[config.mk]
export PLATFORM = sky130hd
export DESIGN_NAME = rwp_wrapper
export DESIGN_NICKNAME = d
export VERILOG_FILES = /design/src/rtl/rwp_pkg.sv /design/src/rtl/rwp_decode.sv /design/src/rtl/rwp_lock_store.sv /design/src/rtl/rwp_bus_fsm.sv /design/src/rtl/rwp_wrapper.sv
export SDC_FILE = /design/constraint.sdc
export NUM_CORES = 1
export LEC_CHECK = 0
export ABC_AREA = 1
export BUFFER_PORTS_ARGS = -buffer_cell sky130_fd_sc_hd__buf_2
export CAP_MARGIN = 10
export CELL_PAD_IN_SITES_DETAIL_PLACEMENT = 1
export CELL_PAD_IN_SITES_GLOBAL_PLACEMENT = 1
export CORE_UTILIZATION = 30
export CTS_BUF_LIST = sky130_fd_sc_hd__clkbuf_2
export DETAILED_ROUTE_END_ITERATION = 8
export PLACE_DENSITY_LB_ADDON = 0.1
export RECOVER_POWER = 100
export SLEW_MARGIN = 20
export SYNTH_ARGS = -nofsm -noshare
export SYNTH_HDL_FRONTEND = slang
export SYNTH_SLANG_ARGS = --single-unit
[constraint.sdc]
create_clock -name clk -period 3.1 [get_ports clk]
set_input_delay 0.31 -clock clk [delete_from_list [all_inputs] [get_ports clk]]
set_output_delay 0.31 -clock clk [all_outputs]
set_load 0.03 [all_outputs]
[src/rtl/rwp_pkg.sv]
package rwp_pkg;

    localparam logic [13:0] MIRROR_BASE = 14'h2000;
    localparam logic [13:0] SLB_BASE    = 14'h3800;
    localparam logic [13:0] CFG_ADDR    = 14'h3FFC;

    typedef enum logic [2:0] {
        AR_DIRECT,
        AR_RSVD,
        AR_MIRROR,
        AR_SLB,
        AR_CFG,
        AR_BAD
    } area_e;

    typedef enum logic [1:0] {
        S_IDLE,
        S_OK_RESP,
        S_ERR_RESP
    } bus_state_e;

    typedef enum logic {
        MODE_OPEN,
        MODE_FROZEN
    } mode_e;

endpackage

[src/rtl/rwp_decode.sv]
module rwp_decode
    import rwp_pkg::*;
#(
    parameter int WIN_BYTES = 256
) (
    input  logic [13:0] addr_i,
    output area_e       area_o
);

    localparam int unsigned WIN_END    = WIN_BYTES;
    localparam int unsigned MIR_START  = 32'(MIRROR_BASE);
    localparam int unsigned MIR_END    = MIR_START + WIN_BYTES;
    localparam int unsigned SLB_START  = 32'(SLB_BASE);
    localparam int unsigned SLB_END    = SLB_START + WIN_BYTES / 4;
    localparam int unsigned CFG_WORD   = 32'(CFG_ADDR);

    logic [31:0] word_addr;

    always_comb begin
        word_addr = {18'd0, addr_i} & 32'hFFFF_FFFC;
        if (word_addr < WIN_END) begin
            area_o = AR_DIRECT;
        end else if (word_addr < MIR_START) begin
            area_o = AR_RSVD;
        end else if (word_addr < MIR_END) begin
            area_o = AR_MIRROR;
        end else if (word_addr >= SLB_START && word_addr < SLB_END) begin
            area_o = AR_SLB;
        end else if (word_addr == CFG_WORD) begin
            area_o = AR_CFG;
        end else begin
            area_o = AR_BAD;
        end
    end

endmodule

[src/rtl/rwp_lock_store.sv]
module rwp_lock_store
    import rwp_pkg::*;
#(
    parameter int WIN_BYTES = 256
) (
    input  logic                             clk,
    input  logic                             rst_n,
    input  logic [$clog2(WIN_BYTES/4)-1:0]   look_idx_i,
    output logic [3:0]                       look_lock_o,
    input  logic                             mir_set_i,
    input  logic [3:0]                       mir_be_i,
    input  logic [$clog2(WIN_BYTES/16)-1:0]  slb_idx_i,
    input  logic                             slb_wr_i,
    input  logic [3:0]                       slb_be_i,
    input  logic [31:0]                      slb_wdata_i,
    output logic [31:0]                      slb_rdata_o,
    input  logic                             freeze_i,
    output logic                             hard_o
);

    localparam int LOCK_WORDS = WIN_BYTES / 4;
    localparam int LW         = $clog2(LOCK_WORDS);
    localparam int SW         = $clog2(WIN_BYTES / 16);

    mode_e mode_q, mode_d;
    logic [LOCK_WORDS-1:0][3:0] lock_q, lock_d;

    // Lock mode state register
    always_ff @(posedge clk or negedge rst_n) begin
        if (!rst_n) begin
            mode_q <= MODE_OPEN;
            lock_q <= '0;
        end else begin
            mode_q <= mode_d;
            lock_q <= lock_d;
        end
    end

    // Lock mode transitions: freeze is one-way
    always_comb begin
        mode_d = mode_q;
        unique case (mode_q)
            MODE_OPEN:   if (freeze_i) mode_d = MODE_FROZEN;
            MODE_FROZEN: mode_d = MODE_FROZEN;
            default:     mode_d = MODE_OPEN;
        endcase
    end

    // Lock array update: set-only, gated by mode
    always_comb begin
        lock_d = lock_q;
        if (mode_q == MODE_OPEN) begin
            if (mir_set_i) begin
                lock_d[look_idx_i] = lock_q[look_idx_i] | mir_be_i;
            end
            if (slb_wr_i) begin
                for (int b = 0; b < 4; b++) begin
                    if (slb_be_i[b]) begin
                        lock_d[{slb_idx_i, 2'(b)}] = lock_d[{slb_idx_i, 2'(b)}]
                            | (slb_wdata_i[8*b +: 4] & slb_wdata_i[8*b+4 +: 4]);
                    end
                end
            end
        end
    end

    // Outputs
    always_comb begin
        hard_o      = (mode_q == MODE_FROZEN);
        look_lock_o = lock_q[look_idx_i];
        for (int b = 0; b < 4; b++) begin
            slb_rdata_o[8*b +: 8] = {4'b0000, lock_q[{slb_idx_i, 2'(b)}]};
        end
    end

    AST_HARD_STICKY: assert property (@(posedge clk) disable iff (!rst_n)
        hard_o |=> hard_o);

    AST_LOCK_SET_ONLY: assert property (@(posedge clk) disable iff (!rst_n)
        1'b1 |=> ((lock_q & $past(lock_q)) == $past(lock_q)));

    AST_FROZEN_STABLE: assert property (@(posedge clk) disable iff (!rst_n)
        hard_o |=> $stable(lock_q));

    initial begin
        AST_WIN_MULT16: assert (WIN_BYTES % 16 == 0 && WIN_BYTES >= 16 && WIN_BYTES <= 6144 && LW == SW + 2);
    end

endmodule

[src/rtl/rwp_bus_fsm.sv]
module rwp_bus_fsm
    import rwp_pkg::*;
(
    input  logic        clk,
    input  logic        rst_n,
    input  logic        req_i,
    input  logic        err_i,
    input  logic [31:0] rdata_i,
    output logic        rsp_valid_o,
    output logic        err_o,
    output logic [31:0] rdata_o
);

    bus_state_e state_q, state_d;
    logic [31:0] rdata_q;

    // State register
    always_ff @(posedge clk or negedge rst_n) begin
        if (!rst_n) begin
            state_q <= S_IDLE;
            rdata_q <= '0;
        end else begin
            state_q <= state_d;
            rdata_q <= (req_i && !err_i) ? rdata_i : 32'd0;
        end
    end

    // Transitions: issue_ok, issue_err, drain
    always_comb begin
        state_d = state_q;
        unique case (state_q)
            S_IDLE, S_OK_RESP, S_ERR_RESP: begin
                if (!req_i)     state_d = S_IDLE;
                else if (err_i) state_d = S_ERR_RESP;
                else            state_d = S_OK_RESP;
            end
            default: state_d = S_IDLE;
        endcase
    end

    // Outputs
    always_comb begin
        rsp_valid_o = (state_q != S_IDLE);
        err_o       = (state_q == S_ERR_RESP);
        rdata_o     = rdata_q;
    end

endmodule

[src/rtl/rwp_wrapper.sv]
module rwp_wrapper
    import rwp_pkg::*;
#(
    parameter int WIN_BYTES = 256
) (
    input  logic        clk,
    input  logic        rst_n,
    input  logic        req_i,
    input  logic        we_i,
    input  logic [13:0] addr_i,
    input  logic [3:0]  be_i,
    input  logic [31:0] wdata_i,
    output logic        rsp_valid_o,
    output logic [31:0] rdata_o,
    output logic        err_o,
    output logic        fwd_valid_o,
    output logic        fwd_we_o,
    output logic [12:0] fwd_addr_o,
    output logic [3:0]  fwd_be_o,
    output logic [31:0] fwd_wdata_o,
    input  logic [31:0] fwd_rdata_i
);

    localparam int LW = $clog2(WIN_BYTES / 4);
    localparam int SW = $clog2(WIN_BYTES / 16);

    area_e        area;
    logic [3:0]   look_lock;
    logic [31:0]  slb_rdata;
    logic         hard;
    logic         hit_locked;
    logic         mir_set, slb_wr, freeze;
    logic         err_n;
    logic [31:0]  rdata_n;

    rwp_decode #(.WIN_BYTES(WIN_BYTES)) u_decode (
        .addr_i (addr_i),
        .area_o (area)
    );

    rwp_lock_store #(.WIN_BYTES(WIN_BYTES)) u_locks (
        .clk         (clk),
        .rst_n       (rst_n),
        .look_idx_i  (addr_i[LW+1:2]),
        .look_lock_o (look_lock),
        .mir_set_i   (mir_set),
        .mir_be_i    (be_i),
        .slb_idx_i   (addr_i[SW+1:2]),
        .slb_wr_i    (slb_wr),
        .slb_be_i    (be_i),
        .slb_wdata_i (wdata_i),
        .slb_rdata_o (slb_rdata),
        .freeze_i    (freeze),
        .hard_o      (hard)
    );

    // Area handling for the current request
    always_comb begin
        hit_locked  = |(be_i & look_lock);
        fwd_valid_o = 1'b0;
        mir_set     = 1'b0;
        slb_wr      = 1'b0;
        freeze      = 1'b0;
        err_n       = 1'b0;
        rdata_n     = 32'd0;
        if (req_i) begin
            unique case (area)
                AR_DIRECT, AR_MIRROR: begin
                    if (we_i && hit_locked) begin
                        err_n = 1'b1;
                    end else begin
                        fwd_valid_o = 1'b1;
                        mir_set     = we_i && (area == AR_MIRROR);
                        rdata_n     = we_i ? 32'd0 : fwd_rdata_i;
                    end
                end
                AR_RSVD: begin
                    fwd_valid_o = 1'b1;
                    rdata_n     = we_i ? 32'd0 : fwd_rdata_i;
                end
                AR_SLB: begin
                    slb_wr  = we_i;
                    rdata_n = we_i ? 32'd0 : slb_rdata;
                end
                AR_CFG: begin
                    freeze  = we_i && be_i[0] && wdata_i[0];
                    rdata_n = we_i ? 32'd0 : {31'd0, hard};
                end
                AR_BAD: begin
                    err_n = 1'b1;
                end
                default: err_n = 1'b1;
            endcase
        end
    end

    always_comb begin
        fwd_we_o    = we_i;
        fwd_addr_o  = {addr_i[12:2], 2'b00};
        fwd_be_o    = be_i;
        fwd_wdata_o = wdata_i;
    end

    rwp_bus_fsm u_bus (
        .clk         (clk),
        .rst_n       (rst_n),
        .req_i       (req_i),
        .err_i       (err_n),
        .rdata_i     (rdata_n),
        .rsp_valid_o (rsp_valid_o),
        .err_o       (err_o),
        .rdata_o     (rdata_o)
    );

    AST_RSP_FOLLOWS_REQ: assert property (@(posedge clk) disable iff (!rst_n)
        rsp_valid_o |-> $past(req_i));

    AST_FWD_WRITE_NO_ERR: assert property (@(posedge clk) disable iff (!rst_n)
        (fwd_valid_o && fwd_we_o) |=> (rsp_valid_o && !err_o));

    AST_BAD_NO_FWD: assert property (@(posedge clk) disable iff (!rst_n)
        (req_i && area == AR_BAD) |-> !fwd_valid_o);

    AST_ERR_ZERO_DATA: assert property (@(posedge clk) disable iff (!rst_n)
        err_o |-> (rdata_o == 32'd0));

endmodule

==> results_dict.tcl <==
set metrics [dict create \
    portBuffers 166 \
    cts_tree "built" \
    pin_count 171 \
    yosys.area_share.simple_pct 42.60 \
    die_h_um 294.6 \
    vias 37230 \
    required_ns 2.79 \
    status "finished, violations left" \
    firstDrtPassIters 5 \
    drv_cap 0 \
    syn_to_final_growth_pct 47.79 \
    hold_viol 0 \
    power.density_nw_per_um2 286.2 \
    drt-initial-drc-count 3108 \
    vdd_drop_max_v 0.0002529 \
    muxShareOfSynthArea_pct 0.7403 \
    critPathArrivalTime_ns 3.48 \
    worst_slack_ns -0.6878 \
    violations "negative setup slack" \
    cpMaxStageDelayCell "dfrtp_1" \
    crit_family "simple AND/OR/NAND/NOR gates" \
    hold_slack_ns 0.09552 \
    ys_seq_area_share_pct 28.35 \
    synth_top_family_by_area "simple AND/OR/NAND/NOR gates" \
    cts_num_sinks 291 \
    wl_um 187700 \
    cts_buffers 98 \
    path_class "flip-flop to output pin" \
    leakagePower_nw 21.04 \
    critical_path_buf_inv_count 2 \
    synth_top_area_cell "nand2_1" \
    p_sw_share_pct 41.36 \
    place.gp.congestion 1.057 \
    final_nets 5609 \
    slew_headroom_pct 20.39 \
    grt_max_degree 130 \
    skew_ns 0.1057 \
    synth_compound_area_share_pct 16.28 \
    synth_area_per_cell_um2 5.716 \
    drc 0 \
    yosys_warnings 0 \
    synthTopCellsByArea "nand2_1 30%, dfrtp_1 28%, o21ai_0 10%, inv_1 6.2%, nand3_1 4.1%" \
    ys.flop_type "dfrtp_1" \
    end_kind "output pin" \
    core_area_um2 84220 \
    cts_max_level 3 \
    synthesis.area_um2 25690 \
    seqPwrFrac_pct 35.1 \
    path_cells "nand2_1, nand2_1, nand2_1, nand4_1, nand2_1, nand2_1, nor2_1, nand2_1, nand2_2, nand2_4, o21ai_4, buf_12, nor2_4, nor3_2, buf_4" \
    final_cells 6734 \
    overflow 0 \
    synth_xor_area_share_pct 0 \
    grt_usage_pct 42.16 \
    fmax_mhz 264.0 \
    cts_buffer_depth 3 \
    grt_pass1_wl_um 262600 \
    dpl.cell_count 6314 \
    finalCritPeriodShare_pct 122.2 \
    start_util_pct 30.50 \
    synth-seq-cells 291 \
    max_stage_delay_ns 0.43 \
    dp_slack_ns -1.427 \
    hold_path.class "input pin to flip-flop" \
    crit_path_start_kind "flip-flop" \
    rows 106 \
    p_int_mw 6.372 \
    synth_adder_area_share_pct 0 \
    tns_ns -104.89 \
    path_clk_slew_ns 0.10 \
    vias_per_cell 5.529 \
    ant_nets 0 \
    cp_max_fo 2 \
    cp_common_cell "nand2_1" \
    synth_top_area_share_pct 29.87 \
    pwr-share-clk_pct 34.4 \
    grt_pass1_vias 36950 \
    clk_latency_ns 1.38 \
    maxSlewViolCount 0 \
    synth_edf_count 0 \
    ys_types 45 \
    synthCells 4494 \
    dpl.hpwl_um 134000 \
    dieArea_um2 86800 \
    tightest_slew_ns 1.194 \
    min_period_ns 3.788 \
    final_cell_mix "1924 x nand2_1, 752 x buf_4, 496 x o21ai_0" \
    p_sw_mw 4.494 \
    dieWidth_um 294.6 \
    grt_antenna_before_repair 7 \
    pwr-share-comb_pct 30.6 \
    cts_root_buffer "clkbuf_2" \
    setup_viol 259 \
    ys_async_sr_fraction_pct 100.0 \
    wl_per_cell_um 27.87 \
    rsz0062_at_grt "true" \
    final_common_cell "nand2_1" \
    drive_above_1_share_pct 25.01 \
]
-- final cells by class --
| cell class | instances | area, µm² |
|---|---|---|
| diodes | 6 | 15.01 |
| clock buffers | 137 | 685.7 |
| clock inverters | 34 | 209.0 |
| fillers | 11420 | 46250 |
| inverters | 428 | 1615 |
| multi-input cells | 3475 | 16110 |
| flip-flops and latches | 291 | 7328 |
| well taps | 1134 | 1419 |
| repair buffers | 1229 | 10590 |
-- worst paths after layout --
path	start	endpoint	slack (ns)	cells past startpoint
worst max register to register	u_locks.lock_q[195]$_DFFE_PN0N_	u_locks.lock_q[103]$_DFFE_PN0N_	-0.62	27
min in group asynchronous	rst_n	u_locks.lock_q[245]$_DFFE_PN0N_	1.02	5
worst min-delay path	wdata_i[26]	u_locks.lock_q[142]$_DFFE_PN0N_	0.1	9
worst max-delay path	u_locks.lock_q[195]$_DFFE_PN0N_	fwd_valid_o	-0.69	15
worst min register to register	u_locks.lock_q[113]$_DFFE_PN0N_	u_locks.lock_q[113]$_DFFE_PN0N_	0.53	2
max in group asynchronous	rst_n	u_locks.lock_q[126]$_DFFE_PN0N_	0.13	6
-- state kept, by name (all words and copies together) (netlist names) --
name and cells:
u_locks.lock_q 256, u_locks.hard_o 1, u_bus.rdata_o 32, u_bus.state_q 2
-- power groups by stage --
stage	Clock (mW)	Sequential, mW	Combinational [mW]
after floorplan	0	3.91	1.09
after global placement	0	3.88	2.78
after detailed placement	0	3.88	2.78
after CTS	3.80	3.81	3.04
after global routing	3.98	3.81	3.37
final	3.73	3.81	3.32
-- layer usage --
layer | wire length [µm] | track usage [%] | up-vias
met4 | 15460 | 28.53 | 0
met5 | 0 | 0 | -
met1 | 73950 | 51.31 | 18350
met3 | 13120 | 6.734 | 613
li1 | - | - | 16530
met2 | 85150 | 68.36 | 1737
-- logic make-up (layout without fill, tap and decap cells) --
group	after synthesis	after routing
AOI/OAI and AO/OA	750	750
other	1	8
DFF	291	291
buffers and inverters	729	1828
muxes	19	19
and+or+nand+nor	2704	2704
-- stage by stage --
stage	utilization [%]	cell area (µm²)	power, mW
global route	45.08	37970	11.16
floorplan	-	25690	4.996
finish	45.08	37970	10.87
global placement	40.01	33700	6.660
detailed placement	40.01	33700	6.667
CTS	43.91	36980	10.66
-- cells in the mapped netlist (all sizes together) (3+ instances only) --
library cell  instances
a221oi               16
clkbuf              164
a32oi                 3
nand2              2048
o22ai                54
inv                 426
o41ai                 4
nand4               160
buf                 137
dfrtp               291
mux2i                19
nand3               210
a21boi                7
a21oi                31
a22oi                14
o221ai                8
or2                   3
o21ai               570
nor2                269
nor3                 12
o211ai                5
o2111ai              28
-- timing repair --
item,CTS,global route
hold endpoints to repair,581,0
gates resized for setup,127,224
gates cloned,2,11
hold buffers,190,0
endpoints found under the setup margin,257,260
buffers inserted,15,26
pin swaps,18,77
-- worst reg2reg max path, cell delays in order (launching register included) --
cell	delay [ns]
dfrtp_1	0.43
nand2_1	0.19
nand2_1	0.10
nand2_1	0.10
nand4_1	0.09
nand2_1	0.11
nand2_1	0.06
nor2_1	0.10
nand2_1	0.10
nand2_2	0.09
nand2_4	0.07
o21ai_4	0.19
buf_4	0.15
buf_6	0.11
nand2_8	0.08
buf_12	0.20
buf_12	0.17
nand2_1	0.09
nand2_1	0.08
nand2_1	0.08
nand2_1	0.09
o21ai_2	0.19
nand2_2	0.08
nor2_4	0.18
buf_6	0.17
nand3_2	0.10
nand2_1	0.10
nand2_1	0.06
No activity file was read; power rests on OpenSTA's default activity.
